<file path="src/rtl/pwb_pkg.sv">
package pwb_pkg;

  localparam logic [3:0] CMD_IO_RD  = 4'b0010;
  localparam logic [3:0] CMD_IO_WR  = 4'b0011;
  localparam logic [3:0] CMD_MEM_RD = 4'b0110;
  localparam logic [3:0] CMD_MEM_WR = 4'b0111;

  typedef enum logic [2:0] {
    ST_IDLE,
    ST_WAITQ,
    ST_HOLD,
    ST_DATA,
    ST_ABORT
  } tgt_state_e;

endpackage

</file>
<file path="src/rtl/pwb_cmd_dec.sv">
module pwb_cmd_dec (
  input  logic [3:0] cmd,
  input  logic       post_en,
  output logic       cmd_wr,
  output logic       cmd_mem,
  output logic       post_ok
);
  import pwb_pkg::*;

  always_comb begin
    cmd_wr  = (cmd == CMD_MEM_WR) || (cmd == CMD_IO_WR);
    cmd_mem = (cmd == CMD_MEM_WR) || (cmd == CMD_MEM_RD);
    post_ok = post_en && (cmd == CMD_MEM_WR);
  end

endmodule

</file>
<file path="src/rtl/pwb_entry.sv">
module pwb_entry #(
  parameter int AW = 32,
  parameter int DW = 32,
  localparam int BEW = DW / 8
) (
  input  logic           clk,
  input  logic           rst,
  input  logic           load,
  input  logic           drain,
  input  logic           ld_wr,
  input  logic           ld_mem,
  input  logic [AW-1:0]  ld_addr,
  input  logic [DW-1:0]  ld_data,
  input  logic [BEW-1:0] ld_be,
  output logic           full,
  output logic           q_wr,
  output logic           q_mem,
  output logic [AW-1:0]  q_addr,
  output logic [DW-1:0]  q_data,
  output logic [BEW-1:0] q_be
);

  // Single slot; a load on the draining edge replaces the old word.
  always_ff @(posedge clk) begin
    if (rst) begin
      full   <= 1'b0;
      q_wr   <= 1'b0;
      q_mem  <= 1'b0;
      q_addr <= '0;
      q_data <= '0;
      q_be   <= '0;
    end else if (load) begin
      full   <= 1'b1;
      q_wr   <= ld_wr;
      q_mem  <= ld_mem;
      q_addr <= ld_addr;
      q_data <= ld_data;
      q_be   <= ld_be;
    end else if (drain) begin
      full   <= 1'b0;
    end
  end

endmodule

</file>
<file path="src/rtl/pwb_tgt_ctl.sv">
module pwb_tgt_ctl #(
  parameter int DW = 32
) (
  input  logic          clk,
  input  logic          rst,
  input  logic          frame,
  input  logic          irdy,
  input  logic          hit,
  input  logic          post_ok,
  input  logic          ent_full,
  input  logic          ent_wr,
  input  logic          isa_ack,
  input  logic [DW-1:0] isa_rdata,
  output logic          ent_load,
  output logic          trdy,
  output logic          stop,
  output logic          tabort,
  output logic [DW-1:0] rdata
);
  import pwb_pkg::*;

  tgt_state_e st, st_n;
  logic       room;
  logic       rd_cap;

  assign room = !ent_full || isa_ack;

  always_comb begin
    st_n     = st;
    ent_load = 1'b0;
    rd_cap   = 1'b0;
    case (st)
      ST_IDLE, ST_WAITQ: begin
        if (irdy && hit) begin
          if (room) begin
            ent_load = 1'b1;
            st_n     = post_ok ? ST_DATA : ST_HOLD;
          end else begin
            st_n = ST_WAITQ;
          end
        end else begin
          st_n = ST_IDLE;
        end
      end
      ST_HOLD: begin
        if (isa_ack) begin
          st_n   = ST_DATA;
          rd_cap = !ent_wr;
        end
      end
      ST_DATA:  st_n = frame ? ST_ABORT : ST_IDLE;
      ST_ABORT: if (!frame && !irdy) st_n = ST_IDLE;
      default:  st_n = ST_IDLE;
    endcase
  end

  always_ff @(posedge clk) begin
    if (rst) begin
      st     <= ST_IDLE;
      trdy   <= 1'b0;
      stop   <= 1'b0;
      tabort <= 1'b0;
      rdata  <= '0;
    end else begin
      st     <= st_n;
      trdy   <= (st_n == ST_DATA);
      stop   <= (st_n == ST_ABORT);
      tabort <= (st_n == ST_ABORT);
      if (rd_cap) rdata <= isa_rdata;
    end
  end

endmodule

</file>
<file path="src/rtl/pci_isa_post_wbuf.sv">
module pci_isa_post_wbuf #(
  parameter int AW = 32,
  parameter int DW = 32,
  localparam int BEW = DW / 8
) (
  input  logic           clk,
  input  logic           rst,
  input  logic           ctl_post_en,
  input  logic           pci_frame,
  input  logic           pci_irdy,
  input  logic           pci_hit,
  input  logic [3:0]     pci_cmd,
  input  logic [AW-1:0]  pci_addr,
  input  logic [DW-1:0]  pci_wdata,
  input  logic [BEW-1:0] pci_be,
  output logic           pci_trdy,
  output logic           pci_stop,
  output logic           pci_tabort,
  output logic [DW-1:0]  pci_rdata,
  output logic           isa_req,
  output logic           isa_wr,
  output logic           isa_mem,
  output logic [AW-1:0]  isa_addr,
  output logic [DW-1:0]  isa_data,
  output logic [BEW-1:0] isa_be,
  input  logic           isa_ack,
  input  logic [DW-1:0]  isa_rdata
);

  logic cmd_wr, cmd_mem, post_ok;
  logic ent_load;

  pwb_cmd_dec u_dec (
    .cmd     (pci_cmd),
    .post_en (ctl_post_en),
    .cmd_wr  (cmd_wr),
    .cmd_mem (cmd_mem),
    .post_ok (post_ok)
  );

  pwb_entry #(.AW(AW), .DW(DW)) u_entry (
    .clk     (clk),
    .rst     (rst),
    .load    (ent_load),
    .drain   (isa_ack),
    .ld_wr   (cmd_wr),
    .ld_mem  (cmd_mem),
    .ld_addr (pci_addr),
    .ld_data (pci_wdata),
    .ld_be   (pci_be),
    .full    (isa_req),
    .q_wr    (isa_wr),
    .q_mem   (isa_mem),
    .q_addr  (isa_addr),
    .q_data  (isa_data),
    .q_be    (isa_be)
  );

  pwb_tgt_ctl #(.DW(DW)) u_ctl (
    .clk       (clk),
    .rst       (rst),
    .frame     (pci_frame),
    .irdy      (pci_irdy),
    .hit       (pci_hit),
    .post_ok   (post_ok),
    .ent_full  (isa_req),
    .ent_wr    (isa_wr),
    .isa_ack   (isa_ack),
    .isa_rdata (isa_rdata),
    .ent_load  (ent_load),
    .trdy      (pci_trdy),
    .stop      (pci_stop),
    .tabort    (pci_tabort),
    .rdata     (pci_rdata)
  );

endmodule

</file>
<file path="config.mk">
export PLATFORM = sky130hd
export DESIGN_NAME = pci_isa_post_wbuf
export DESIGN_NICKNAME = d
export VERILOG_FILES = /design/src/rtl/pwb_pkg.sv /design/src/rtl/pwb_cmd_dec.sv /design/src/rtl/pwb_entry.sv /design/src/rtl/pwb_tgt_ctl.sv /design/src/rtl/pci_isa_post_wbuf.sv
export SDC_FILE = /design/constraint.sdc
export NUM_CORES = 1
export LEC_CHECK = 0
export ABC_AREA = 1
export CAP_MARGIN = 20
export CORE_UTILIZATION = 35
export DETAILED_ROUTE_END_ITERATION = 10
export PLACE_DENSITY = 0.77
export SETUP_SLACK_MARGIN = 0.5
export SLEW_MARGIN = 0
export SYNTH_ARGS = -nofsm -noshare
export SYNTH_HDL_FRONTEND = slang
export SYNTH_SLANG_ARGS = --single-unit
export TNS_END_PERCENT = 1
</file>
<file path="constraint.sdc">
create_clock -name clk -period 1.3 [get_ports clk]
set_clock_uncertainty 0.15 [all_clocks]
set_input_delay 0.26 -clock clk [delete_from_list [all_inputs] [get_ports clk]]
set_output_delay 0.26 -clock clk [all_outputs]
set_load 0.02 [all_outputs]
</file>
### Word level (Yosys, flattened, before mapping)

Cells that the tools add are included.

* memory bits (writable): 0
* bits in latches: 0
* logic and storage cells: 46
* bits in read-only memories: 0
* register bits after elaboration: 108
* input port bits: 111
* memories kept: 0
* output and inout port bits: 106

* $add $sub $neg: 0
* shifts and indexed selects: 0
* reduce and logical (&&, ||, !) cells: 13
* multiply operators: 0
* bitwise operators: 0
* div/mod/pow operators: 0
* mux-type cells: 14
* $lt $le $gt $ge: 0
* equality and inequality tests: 9

Operator list (number)
* 2-to-1 mux 3 bit: 5
* one-hot mux 3 bit (4 select lines): 1
* equality test 3 x 2 -> 1 bit (second input constant): 3
* equality test 4 x 3 -> 1 bit (second input constant): 2
* 2-to-1 mux 1 bit: 8
* equality test 3 bit (second input constant): 2
* equality test 4 x 2 -> 1 bit (second input constant): 1
* zero test 1 bit: 4
* equality test 3 x 1 -> 1 bit (second input constant): 1
* logical AND 1 bit: 3
* zero test 3 bit: 1
* logical OR 1 bit: 3
* nonzero test 2 bit: 1
* OR reduction 2 bit: 1

### Logic depth before layout (Yosys ltp)

* word-level depth: 7
* depth in mapped cells: 8
* gate-level depth less buffers: 7

### By module

Synthesis repeated with hierarchy kept, for this count alone.

* cells, all modules: 555
* area, all modules: 4360.4 µm²

Modules (own cells, without submodules)
* pwb_entry: cells an instance 308, sequential area each 1421.4 µm², area an instance 2741.4 µm², times used 1
* pwb_tgt_ctl: cells an instance 239, sequential area each 740.7 µm², area an instance 1585.3 µm², times used 1
* pwb_cmd_dec: cells an instance 8, sequential area each 0.0 µm², area an instance 33.8 µm², times used 1

### Worst setup path before layout

OpenSTA, ideal clock, no wires.

* kind: flip-flop to flip-flop
* start point: register u_entry.full
* end point: register u_entry.q_addr[26]
* path buffers: 1
* required time: 1.034 ns
* period minus slack after synthesis: 1.288 ns
* arrival: 1.022 ns
* stages on the path, launching flop included: 7
* library setup time: 0.116 ns
* setup slack: 0.012 ns
* cells stage by stage: dfxtp_1 > nand2_4 > nand2_4 > nor2_8 > buf_6 > o21ai_0 > nor2_1

* word-level cells in the longest chain between the ends: 5

RTL lines
* start, declared: line pwb_entry.sv:15 `output logic full,`
* start signal, assigned: line pwb_entry.sv:26 `full <= 1'b0;`
* start signal, assigned: line pwb_entry.sv:33 `full <= 1'b1;`
* start signal, assigned: line pwb_entry.sv:40 `full <= 1'b0;`
* zero test 1 bit: line pwb_tgt_ctl.sv:26 `assign room = !ent_full || isa_ack;`
* logical OR 1 bit: line pwb_tgt_ctl.sv:26
* 2-to-1 mux 1 bit: line pwb_tgt_ctl.sv:35 `if (room) begin`
* 2-to-1 mux 1 bit: line pwb_tgt_ctl.sv:34 `if (irdy && hit) begin`
* 2-to-1 mux 1 bit: line pwb_tgt_ctl.sv:32 `case (st)`
* end signal, assigned: line pwb_entry.sv:36 `q_addr <= ld_addr;`
* end, declared: line pwb_entry.sv:18 `output logic [AW-1:0] q_addr,`

Every way passes these cells.
A chain may end at the register's enable or synchronous reset.

### Worst setup path after layout

* start point: register u_entry.full
* end point: register u_entry.q_addr[28]

Same word-level chain as after synthesis.

==> metrics <==
ranking of synthesized cells by area dfxtp_1 56%, nor2_1 20%, o21ai_0 9.4%; Async S/R FF share, synth 0%; H-tree levels 3; Mean Syn Cell Area 7.992 µm²; CTS root buf clkbuf_8; Starting Density 35.91%; post-synthesis sequential area ratio 55.78%; clk slew on worst S/H paths 0.10 ns; top cell type's share of synthesized area 55.78%; failing checks setup timing; Setup-failing EPs final 75; r2r setup slk -0.19 ns; hold_sp isa_ack; RSZ-0062 raised after global routing true; PD cells 1136 nW/µm²; CTS Hold Bufs 0; Skew-Pair Late Insertion Delay 0.36 ns; WP data required 1.46 ns; max cap viols 0; Post-synth EDFFs 0; sequential cell area 2263 µm²; Least-Margin Pin Slew 0.4262 ns; number of nets at the end of the flow 828; DRT iter0 DRCs 315; CP cell instances buf_6 -> nand2_4 -> nand2_4 -> nor2_8 -> buf_12 -> buf_6 -> o21ai_0 -> nor2_1; Vias/cell 4.718; RR Startpoint u_entry.full; initial antenna violation count 0; Setup crit end kind register; final antenna-violating net count 0; worst path arrival time 1.65 ns; Tmin final 1.488 ns; Core Box Area 10790 µm²; depth of the most critical reg-to-reg path 8; critical path startpoint category register; gr usage total 19.99%; first-pass GRT wire length 18.06 mm; top_reg_cell synth dfxtp_1; cell with the most instances after synthesis nor2_1; wire per inst 15.16 µm; DRC viols 0; flops & latches, synth 108; Die X 107.2 µm; vias in the first global route 3774; worst hold endpoint u_ctl.st[0]; CTS tree built; VDD IR max 0.6221 mV; Layout Area Growth over Synthesis 80.73%; WHS Path Cells 3; total CTS buffers 9; dominant cell type by area after synthesis dfxtp_1; ratio of cells with drive above 1 in the final layout 38.42%; Commonest cells post-synth 205 x nor2_1, 108 x dfxtp_1, 73 x o21ai_0; Reg2Reg Capture Point u_entry.q_addr[28]; Mapped Nets 596; utilization after layout 64.91%; library cells used by synthesis 21; ant diodes 0; Worst Path Max Fanout 10; final hold violations 0; fill count 898; CP Class register to register; Cell Area, Synth 3876 µm²; fmax 0.6720 GHz; clock tree buffer depth 2; Final Cycle Share 114.5%; Slowest-stage cell, CP dfxtp_4; grt ovf 0; Final WS setup -0.1881 ns; leakage power 3.060 nW; Placer Congestion 0.7611; final WL 13.06 mm; Port Buf Inserts 216; hold slack 0.08351 ns; synthesized instance count 485; Die ar. 11500 µm²; Slew headroom 71.29%; area of the multi-input gates 1574 µm²; TritonCTS Sinks 108; io pins 217; DP HPWL 8.303 mm; Yosys warnings 0; status finished with violations; detailed-route via count 4062; worst min-delay path category primary input to register; Slew Viols, Final 0; First-pass DRT Iterations 4; row cnt 38; critical path's largest stage delay 0.35 ns; largest net degree at the start of global routing 42; Setup TNS Final -7.819 ns; Die Y 107.2 µm
-- metal layers --
| metal | wire [µm] | vias to the layer above | GRT usage [%] |
|---|---|---|---|
| met4 | 226 | 0 | 7.143 |
| met3 | 1056 | 20 | 6.140 |
| met5 | 0 | - | 0 |
| met2 | 6452 | 158 | 35.44 |
| li1 | - | 2002 | - |
| met1 | 5322 | 1882 | 22.50 |
-- critical path, delay by kind of cell, from the launching register on --
kind	cells	cell delay [ns]
and+or+nand+nor	4	0.41
buffers and inverters	3	0.42
AOI/OAI and AO/OA	1	0.09
DFF	1	0.35
-- placed cells by master, fill, tap and decap left out, types with 3 or more instances in the layout --
| cell type | Yosys | routed |
|---|---|---|
| buf_6 | 10 | 87 |
| a21oi_2 | 1 | 3 |
| nor2_2 | 1 | 4 |
| dfxtp_2 | 0 | 78 |
| inv_1 | 3 | 3 |
| buf_4 | 3 | 42 |
| inv_2 | 6 | 4 |
| clkbuf_16 | 0 | 6 |
| nand2_4 | 4 | 5 |
| buf_12 | 0 | 8 |
| o21ai_0 | 73 | 26 |
| nor2_1 | 205 | 201 |
| dfxtp_1 | 108 | 29 |
| o21ai_1 | 29 | 63 |
| o21ai_2 | 0 | 13 |
| clkbuf_8 | 0 | 11 |
| nand2_1 | 12 | 9 |
| dlymetal6s2s_1 | 0 | 3 |
| clkdlybuf4s50_1 | 0 | 107 |
-- sequential cells by signal, indices dropped and copies added, names as in the netlist --
name / count
u_ctl.rdata: 32
u_ctl.st: 3
u_ctl.stop: 1
u_ctl.trdy: 1
u_entry.full: 1
u_entry.q_addr: 32
u_entry.q_be: 4
u_entry.q_data: 32
u_entry.q_mem: 1
u_entry.q_wr: 1
-- power breakdown --
part | internal [mW] | switching [mW] | total (mW)
registers | 3.58 | 0.165 | 3.74
logic | 1.02 | 0.901 | 1.92
clock network | 1.18 | 1.11 | 2.29
total | 5.78 | 2.18 | 7.96
-- cell type report --
cell class              count  area share [%]
repair buffers            253           38.74
flip-flops and latches    108           32.31
multi-input cells         335           22.47
well taps                 140           2.500
clock buffers              11           2.161
clock inverters             4           1.036
inverters                  10          0.7859
-- per-stage QoR --
stage                     total power [mW]  instances  worst slack [ns]  instance area [µm²]
after global routing                 8.315        861           -0.2571                 7005
after global placement               5.411        830           -0.4968                 6260
after detailed placement             5.447        830           -0.4924                 6260
after floorplan                      4.505        485           0.09471                 3920
after CTS                            7.654        845           -0.1314                 6291
final                                7.956        861           -0.1881                 7005
-- worst max-delay path by stage --
stage	from	endpoint	slack (ns)	cells after the start
after floorplan	u_ctl.st[0]	u_ctl.rdata[0]	0.09	6
after detailed placement	pci_hit	u_entry.q_data[14]	-0.49	8
after CTS	u_entry.full	u_entry.q_data[5]	-0.13	7
after global routing	u_entry.full	u_entry.q_addr[28]	-0.26	8
after global placement	pci_irdy	u_entry.q_data[19]	-0.50	7
final	u_entry.full	u_entry.q_addr[28]	-0.19	8
-- logic make-up (layout without fill, tap and decap cells) --
kind of cell | Yosys count | in the layout | synth area share [%]
AO/OA/AOI/OAI | 107 | 107 | 13.91
AND/OR/NAND/NOR | 228 | 228 | 23.69
flip-flops | 108 | 108 | 55.78
buffers and inverters | 42 | 278 | 6.617
-- what timing repair did --
action | in CTS | in global routing
pin swaps | 2 | 24
setup buffers | 0 | 7
endpoints found under the setup margin | 214 | 214
gates resized for setup | 561 | 186
cloned | 0 | 9
(Power assumes the default switching activity.)
